File: src/rtl/swdiv_pkg.sv
package swdiv_pkg;

  // Smallest ratio from which every integer step is reachable: N*(N-1)
  function automatic int unsigned min_legal_ratio(input int unsigned swl_w);
    int unsigned n;
    n = 32'd1 << swl_w;
    return n * (n - 32'd1);
  endfunction

endpackage

File: src/rtl/swdiv_prescaler.sv
module swdiv_prescaler #(
  parameter int unsigned SWL_W = 3
) (
  input  logic clk_i,
  input  logic rst_ni,
  input  logic swallow_i,
  output logic term_o
);
  localparam int unsigned N    = 1 << SWL_W;
  localparam int unsigned PC_W = SWL_W + 1;

  logic [PC_W-1:0] pcnt_q, pcnt_d;

  always_comb begin
    term_o = (pcnt_q == (swallow_i ? PC_W'(N) : PC_W'(N - 1)));
    pcnt_d = term_o ? '0 : pcnt_q + PC_W'(1);
  end

  always_ff @(posedge clk_i or negedge rst_ni) begin
    if (!rst_ni) pcnt_q <= '0;
    else         pcnt_q <= pcnt_d;
  end


  pcnt_range_chk: assert property (@(posedge clk_i) disable iff (!rst_ni)
    pcnt_q <= PC_W'(N));


  swallow_len_chk: assert property (@(posedge clk_i) disable iff (!rst_ni)
    (pcnt_q == PC_W'(N)) |-> $past(swallow_i));

endmodule

File: src/rtl/swdiv_mctr.sv
module swdiv_mctr
  import swdiv_pkg::*;
#(
  parameter int unsigned SWL_W = 3,
  parameter int unsigned MAIN_W = 11
) (
  input  logic                      clk_i,
  input  logic                      rst_ni,
  input  logic [MAIN_W+SWL_W-1:0]   ratio_i,
  input  logic                      term_i,
  output logic                      swallow_o,
  output logic                      wrap_o
);
  localparam int unsigned RW = MAIN_W + SWL_W;
  localparam int unsigned MINR = min_legal_ratio(SWL_W);

  logic [MAIN_W-1:0] mcnt_q, mcnt_d, m_q, m_d, m_eff;
  logic [SWL_W-1:0]  a_q, a_d, a_eff;
  logic              fresh_q, fresh_d;

  always_comb begin
    m_eff     = fresh_q ? ratio_i[RW-1:SWL_W] : m_q;
    a_eff     = fresh_q ? ratio_i[SWL_W-1:0]  : a_q;
    swallow_o = mcnt_q < {{(MAIN_W-SWL_W){1'b0}}, a_eff};
    wrap_o    = term_i && (mcnt_q == m_eff - MAIN_W'(1));

    mcnt_d  = mcnt_q;
    m_d     = m_q;
    a_d     = a_q;
    fresh_d = fresh_q;
    if (term_i) mcnt_d = wrap_o ? '0 : mcnt_q + MAIN_W'(1);
    if (fresh_q || wrap_o) begin
      m_d     = ratio_i[RW-1:SWL_W];
      a_d     = ratio_i[SWL_W-1:0];
      fresh_d = 1'b0;
    end
  end

  always_ff @(posedge clk_i or negedge rst_ni) begin
    if (!rst_ni) begin
      mcnt_q  <= '0;
      m_q     <= '0;
      a_q     <= '0;
      fresh_q <= 1'b1;
    end else begin
      mcnt_q  <= mcnt_d;
      m_q     <= m_d;
      a_q     <= a_d;
      fresh_q <= fresh_d;
    end
  end

  // Cycle-length monitor, separate from the swallow structure
  logic [RW-1:0] len_q;
  always_ff @(posedge clk_i or negedge rst_ni) begin
    if (!rst_ni)     len_q <= '0;
    else if (wrap_o) len_q <= '0;
    else             len_q <= len_q + RW'(1);
  end


  cycle_len_chk: assert property (@(posedge clk_i) disable iff (!rst_ni)
    (wrap_o && ({m_eff, a_eff} >= RW'(MINR))) |-> (len_q == {m_eff, a_eff} - RW'(1)));


  shadow_hold_chk: assert property (@(posedge clk_i) disable iff (!rst_ni)
    !(fresh_q || wrap_o) |=> ($stable(m_q) && $stable(a_q)));

endmodule

File: src/rtl/swdiv_ratio_chk.sv
module swdiv_ratio_chk
  import swdiv_pkg::*;
#(
  parameter int unsigned SWL_W = 3,
  parameter int unsigned MAIN_W = 11
) (
  input  logic [MAIN_W+SWL_W-1:0] ratio_i,
  output logic                    bad_o
);
  localparam int unsigned RW = MAIN_W + SWL_W;
  localparam int unsigned MINR = min_legal_ratio(SWL_W);

  always_comb begin
    bad_o = (ratio_i < RW'(MINR)) ||
            ({{(MAIN_W-SWL_W){1'b0}}, ratio_i[SWL_W-1:0]} > ratio_i[RW-1:SWL_W]);
  end

endmodule

File: src/rtl/pulse_swallow_divider.sv
module pulse_swallow_divider #(
  parameter int unsigned SWL_W = 3,
  parameter int unsigned MAIN_W = 11
) (
  input  logic                    clk_i,
  input  logic                    rst_ni,
  input  logic [MAIN_W+SWL_W-1:0] ratio_i,
  output logic                    div_o,
  output logic                    ratio_bad_o
);
  localparam int unsigned N = 1 << SWL_W;

  logic swallow, term, wrap;

  swdiv_prescaler #(.SWL_W(SWL_W)) presc_i (
    .clk_i     (clk_i),
    .rst_ni    (rst_ni),
    .swallow_i (swallow),
    .term_o    (term)
  );

  swdiv_mctr #(.SWL_W(SWL_W), .MAIN_W(MAIN_W)) mctr_i (
    .clk_i     (clk_i),
    .rst_ni    (rst_ni),
    .ratio_i   (ratio_i),
    .term_i    (term),
    .swallow_o (swallow),
    .wrap_o    (wrap)
  );

  swdiv_ratio_chk #(.SWL_W(SWL_W), .MAIN_W(MAIN_W)) rchk_i (
    .ratio_i (ratio_i),
    .bad_o   (ratio_bad_o)
  );

  // Output pulse: one short prescaler period wide
  logic             div_q, div_d;
  logic [SWL_W-1:0] pw_q, pw_d;

  always_comb begin
    div_d = div_q;
    pw_d  = pw_q;
    if (wrap) begin
      div_d = 1'b1;
      pw_d  = '0;
    end else if (div_q) begin
      if (pw_q == SWL_W'(N - 1)) div_d = 1'b0;
      else                       pw_d  = pw_q + SWL_W'(1);
    end
  end

  always_ff @(posedge clk_i or negedge rst_ni) begin
    if (!rst_ni) begin
      div_q <= 1'b0;
      pw_q  <= '0;
    end else begin
      div_q <= div_d;
      pw_q  <= pw_d;
    end
  end

  assign div_o = div_q;

  // High-time monitor for the pulse-width check
  logic [SWL_W:0] hi_cnt_q;
  always_ff @(posedge clk_i or negedge rst_ni) begin
    if (!rst_ni)    hi_cnt_q <= '0;
    else if (div_q) hi_cnt_q <= hi_cnt_q + (SWL_W+1)'(1);
    else            hi_cnt_q <= '0;
  end


  pulse_len_chk: assert property (@(posedge clk_i) disable iff (!rst_ni)
    $fell(div_q) |-> (hi_cnt_q == (SWL_W+1)'(N)));

endmodule

File: config.mk
export PLATFORM = sky130hd
export DESIGN_NAME = pulse_swallow_divider
export DESIGN_NICKNAME = d
export VERILOG_FILES = /design/src/rtl/swdiv_pkg.sv /design/src/rtl/swdiv_prescaler.sv /design/src/rtl/swdiv_mctr.sv /design/src/rtl/swdiv_ratio_chk.sv /design/src/rtl/pulse_swallow_divider.sv
export SDC_FILE = /design/constraint.sdc
export NUM_CORES = 1
export LEC_CHECK = 0
export BUFFER_PORTS_ARGS = -buffer_cell sky130_fd_sc_hd__buf_2
export CELL_PAD_IN_SITES_DETAIL_PLACEMENT = 0
export CELL_PAD_IN_SITES_GLOBAL_PLACEMENT = 1
export CORE_MARGIN = 5
export CORE_UTILIZATION = 40
export CTS_CLUSTER_SIZE = 24
export DETAILED_ROUTE_END_ITERATION = 10
export GPL_TIMING_DRIVEN = 1
export PLACE_DENSITY = 0.81
export SLEW_MARGIN = 25
export SYNTH_ARGS = -nofsm -noshare
export SYNTH_HDL_FRONTEND = slang
export SYNTH_SLANG_ARGS = --single-unit
File: constraint.sdc
create_clock -name clk_i -period 3.6 [get_ports clk_i]
set_clock_uncertainty 0.1 [all_clocks]
set_input_delay 0.36 -clock clk_i [delete_from_list [all_inputs] [get_ports clk_i]]
set_output_delay 0.36 -clock clk_i [all_outputs]
set_load 0.02 [all_outputs]
==> results by group, run 1 <==
Run status
  • Status: complete, no violations

Setup path
  • Cell repeated most along the worst path: buf_4
  • CP endpoint kind: flop
  • Slowest-stage cell, CP: dfstp_2
  • CP required: 3670 ps
  • Crit path kind: flop to flop
  • Crit path DAT: 3390 ps
  • WP buf/inv: 3
  • Maximum fanout along the worst path: 14
  • Delay-heaviest family, CP: compound AO/OA/AOI/OAI gates
  • Nature of the critical path startpoint: flop
  • Slowest cell delay on critical path: 540 ps
  • Critical path cell sequence: buf_4, buf_4, nor3b_1, a2bb2o_4, o21ai_1, nand4_1, a2111oi_4, buf_4, nand2_2, a221o_1

Drt
  • Via density: 5.67
  • Drt wl/cell: 15.3 microns
  • DRC viols: 0
  • Drt first pass iters: 4
  • Post-route ant nets: 0
  • Final wirelength: 5.07 mm
  • Initial DRC count: 112
  • Via count: 1876

Clocking
  • Clock sinks: 34
  • Cts repair resizes: 0
  • Hold buffers post-CTS: 0
  • TritonCTS Buffers: 5
  • TritonCTS clock tree: built
  • H-tree levels: 2
  • CTS Root Cell: clkbuf_8
  • Clk_lat worst skew: 290 ps
  • Buffer count from post-CTS setup fixing: 0
  • CTS Buffer Depth: 2
  • CTS clk-pin slew, worst paths: 70 ps

Final layout
  • NumNets Final: 281
  • Layout cells sized above 1: 0.223
  • Layout area overhead: 11.8%
  • Util after Layout: 0.455
  • Most common cell after layout, fill and taps aside: dfrtp_1
  • Most frequent cells in the layout: 33 x dfrtp_1, 18 x mux2i_1, 17 x buf_2
  • Ant diodes: 0

STA
  • Post-route setup TNS: 0 ps
  • Rel. slew slack: 0.488
  • Crit share post-route: 0.923
  • # setup viols final: 0
  • Worst-case hold slack: 46.3 ps
  • Max-slew violations: 0
  • Final critical-path required period: 3320 ps
  • Endpoints failing hold: 0
  • RSZ-0062 raised after global routing: false
  • Worst-Margin Slew: 768 ps
  • Fmax: 301 MHz

Pwr
  • Pwr dens: 333 nW/um^2
  • Peak supply drop: 163 uV
  • Lkg Pwr: 1.15 nW
  • Total power: 0.000892 W

Global routing
  • Largest net degree at the start of global routing: 35
  • Vias in the first global route: 1815
  • Global-route wire length before repair: 8.58 mm
  • Initial antenna violation count: 0
  • Total GRT Usage: 0.142
  • Overflow after GRT: 0

Synthesis
  • Sequential element share of the synthesized area: 0.355
  • Area of the mapped netlist: 2400 sq um
  • Register bit total from synthesis: 34
  • Async set-reset flop share out of synthesis: 1.00
  • Netlist cell types: 49
  • Ys Warns: 0
  • Gate Count Post-Synth: 233
  • Syn_nets: 259
  • Synth Flop Type: dfrtp_1
  • Post-Syn Area per Cell: 10.3 sq um
  • EDFF count, synth: 0

Worst hold path
  • Hold WC Path Type: primary input to asynchronous set/reset pin

Floorplan
  • Rows: 28
  • Initial Util: 0.407
  • Core Region: 5890 sq um
  • DIE HEIGHT: 87.4 microns
  • Die X: 87.4 microns
  • Die area: 7640 sq um
  • # IOs: 18

Job
  • Max Cap Viol: 0

Placed design
  • I/O Buffers: 17
  • Routability congestion estimate: 0.771
  • HPWL after DPL: 3.69 mm
## per-stage QoR
step | setup slack [ps] | instances | instance area, sq um
final | 279 | 331 | 2680
after global routing | 72.1 | 331 | 2680
after CTS | 21.5 | 329 | 2650
after detailed placement | 33.7 | 321 | 2570
after global placement | 179 | 321 | 2570
after floorplan | 24.1 | 233 | 2400
## cells by family after synthesis
kind of cell / share of synthesized area
buf+inv: 0.0324
fa+ha+maj: 0.0522
mux: 0.166
flops: 0.355
other cells: 0.00156
compound gates: 0.153
xor+xnor: 0.0585
simple gates: 0.181
## power by group
group	leakage (nW)	internal (W)	switching [W]
sequential	0.381	0.000405	0.0000250
combinational	0.725	0.0000900	0.0000936
clock	0.0452	0.000136	0.000142
## synth_stat cells, types with 3 or more instances
library cell	number	area, sq um
dfrtp_1	33	826
mux2i_1	18	180
a21oi_1	15	75.1
nor2_1	12	45.0
nand2_1	11	41.3
ha_1	10	125
mux2_4	10	150
a221o_1	9	90.1
nor3_1	9	45.0
xnor2_1	8	70.1
xor2_1	8	70.1
nand3_1	7	35.0
mux2_2	6	67.6
nor2b_1	6	37.5
buf_2	5	25.0
nand3b_1	5	37.5
o21ai_0	5	25.0
a31oi_1	4	25.0
and2_1	4	25.0
clkbuf_1	4	15.0
inv_1	4	15.0
nor4_1	4	25.0
or3_1	3	18.8
or4_1	3	22.5
## sequential cells by signal, indices dropped and copies added, names as in the netlist
signal	cells
div_o	1
presc_i.pcnt_q	4
pw_q	3
mctr_i.a_q	3
mctr_i.m_q	11
mctr_i.fresh_q	1
mctr_i.mcnt_q	11
## metal layers
| layer | up-vias | global-route usage | wire length (microns) |
|---|---|---|---|
| met2 | 38 | 0.231 | 2390 |
| met4 | 0 | 0.0377 | 55 |
| li1 | 910 | - | - |
| met1 | 923 | 0.189 | 2420 |
| met5 | - | 0 | 0 |
| met3 | 5 | 0.0350 | 207 |
## final timing paths
check,slack [ps],depth (start not counted),start,end
worst min-delay path,50,1,rst_ni,presc_i.pcnt_q[3]$_DFF_PN0_
min in group clk_i,240,2,ratio_i[0],mctr_i.a_q[0]$_DFFE_PN0P_
worst max register to register,280,10,mctr_i.fresh_q$_DFFE_PN1P_,mctr_i.mcnt_q[10]$_DFFE_PN0N_
worst max-delay path,280,10,mctr_i.fresh_q$_DFFE_PN1P_,mctr_i.mcnt_q[10]$_DFFE_PN0N_
max in group asynchronous,2860,1,rst_ni,mctr_i.m_q[8]$_DFFE_PN0P_
worst min register to register,410,1,mctr_i.m_q[10]$_DFFE_PN0P_,mctr_i.m_q[10]$_DFFE_PN0P_
## final cells by class
class,count,area (sq um)
Fill cell,575,3210
Multi-Input combinational cell,184,1470
Sequential cell,34,852
Timing Repair Buffer,26,165
Tap cell,75,93.8
Clock buffer,6,72.6
Inverter,4,15.0
Clock inverter,2,13.8
No activity file was read; power rests on OpenSTA's default activity.
==> run 2, diff against run 1 <==
Settings changed: ABC_CLOCK_PERIOD_IN_PS from default to 3600, BUFFER_PORTS_ARGS -buffer_cell sky130_fd_sc_hd__buf_2 to -buffer_cell sky130_fd_sc_hd__buf_4.
==> run 2 against run 1 <==
Design area up 3.6%; largest cell class unchanged; highest routed layer unchanged; combinational power is essentially flat; global-route usage is 0.14 points higher; register-to-register slack got worse by 60 ps.
==> results by group, run 2 (synthesis gave the netlist of run 1 again) <==
Run status
  • Status: complete, no violations

Global routing
  • Global-route wire length before repair: 8.71 mm
  • Total GRT Usage: 0.144
  • Largest net degree at the start of global routing: 35
  • Vias in the first global route: 1784
  • Overflow after GRT: 0
  • Initial antenna violation count: 0

Clocking
  • TritonCTS clock tree: built
  • Clock sinks: 34
  • Clk_lat worst skew: 290 ps
  • CTS Buffer Depth: 2
  • TritonCTS Buffers: 5
  • H-tree levels: 2
  • CTS Root Cell: clkbuf_8
  • CTS clk-pin slew, worst paths: 70 ps

Job
  • Max Cap Viol: 0

STA
  • Crit share post-route: 0.940
  • Fmax: 295 MHz
  • Post-route setup TNS: 0 ps
  • Rel. slew slack: 0.671
  • Worst-Margin Slew: 490 ps
  • Worst-case hold slack: 221 ps
  • Max-slew violations: 0
  • Endpoints failing hold: 0
  • # setup viols final: 0
  • RSZ-0062 raised after global routing: false
  • Final critical-path required period: 3380 ps

Setup path
  • WP buf/inv: 1
  • Critical path cell sequence: mux2i_1, ha_1, or4_1, nor4_2, o21a_1, mux2_2, a31oi_4, buf_4, mux2_2
  • Cell repeated most along the worst path: mux2_2
  • Slowest cell delay on critical path: 550 ps
  • Slowest-stage cell, CP: dfstp_2
  • Crit path kind: flop to flop
  • Delay-heaviest family, CP: multiplexers
  • Nature of the critical path startpoint: flop
  • Crit path DAT: 3450 ps
  • CP endpoint kind: flop
  • Maximum fanout along the worst path: 14
  • CP required: 3670 ps

Placed design
  • HPWL after DPL: 3.66 mm
  • I/O Buffers: 17
  • Placed Area: 2620 sq um
  • Routability congestion estimate: 0.756

Drt
  • DRC viols: 0
  • Via density: 5.50
  • Drt first pass iters: 4
  • Post-route ant nets: 0
  • Initial DRC count: 71
  • Final wirelength: 4.96 mm
  • Via count: 1827
  • Drt wl/cell: 14.9 microns

Pwr
  • Pwr dens: 375 nW/um^2
  • Lkg Pwr: 1.19 nW
  • Peak supply drop: 185 uV

Floorplan
  • Die X: 87.4 microns
  • Die area: 7640 sq um
  • # IOs: 18
  • DIE HEIGHT: 87.4 microns
  • Rows: 28
  • Initial Util: 0.407
  • Core Region: 5890 sq um

Final layout
  • Most frequent cells in the layout: 33 x dfrtp_1, 26 x buf_4, 18 x mux2i_1
  • Ant diodes: 0
  • Final non-filler cell area: 2780 sq um
  • Layout area overhead: 15.9%
  • NumNets Final: 282
  • Most common cell after layout, fill and taps aside: dfrtp_1
  • Layout cells sized above 1: 0.230
  • Leading registers by flop count: mctr_i.m_q: 11 flops, mctr_i.mcnt_q: 11 flops, presc_i.pcnt_q: 4 flops
  • Fillers: 571

Worst hold path
  • Hold WC Path Type: primary input to flop
==> run 2: power breakdown <==
part	leakage, nW	total (W)	internal (W)	switching (W)
logic	0.739	0.000187	0.0000948	0.0000918
clock network	0.0683	0.000426	0.000278	0.000148
registers	0.381	0.000430	0.000405	0.0000249
total	1.19	0.00104	0.000777	0.000265
==> run 2: final timing paths <==
kind	from	to	slack (ps)	cells after the start
max in group asynchronous	rst_ni	mctr_i.fresh_q$_DFFE_PN1P_	2590	2
hold reg to reg	mctr_i.a_q[2]$_DFFE_PN0P_	mctr_i.a_q[2]$_DFFE_PN0P_	410	1
setup / recovery	mctr_i.fresh_q$_DFFE_PN1P_	mctr_i.m_q[0]$_DFFE_PN0P_	220	9
hold / removal	ratio_i[13]	mctr_i.m_q[10]$_DFFE_PN0P_	220	2
setup reg to reg	mctr_i.fresh_q$_DFFE_PN1P_	mctr_i.m_q[0]$_DFFE_PN0P_	220	9
min in group asynchronous	rst_ni	mctr_i.mcnt_q[5]$_DFFE_PN0N_	450	2
==> run 2: layout make-up <==
cell class / instances / area, sq um / area share
clock buffers: 5 / 68.8 / 0.0248
clock inverters: 3 / 68.8 / 0.0248
inverters: 4 / 15.0 / 0.00541
multi-input cells: 184 / 1470 / 0.531
flip-flops and latches: 34 / 852 / 0.307
well taps: 75 / 93.8 / 0.0338
repair buffers: 27 / 205 / 0.0739
==> run 2: timing repair <==
action / in CTS / in global routing
hold endpoints to repair: 33 / 0
setup endpoints to repair: 0 / 4
hold buffers: 1 / 0
gates resized for setup: 0 / 1
buffers inserted: 0 / 0
==> run 2: routing by layer <==
metal	vias up	wire (microns)	global-route usage
met4	0	79	0.0544
met1	879	2440	0.209
li1	914	-	-
met5	-	0	0
met2	29	2250	0.211
met3	5	183	0.0265
==> run 2: through the flow <==
step           std cells  setup WS [ps]   util  total power [W]
2_1_floorplan        233           24.1      -         0.000565
3_3_place_gp         323            143  0.446         0.000621
3_5_place_dp         323            129  0.446         0.000623
4_1_cts              332            120  0.471          0.00105
5_1_grt              332           67.0  0.472          0.00110
6_report             332            216  0.472          0.00104
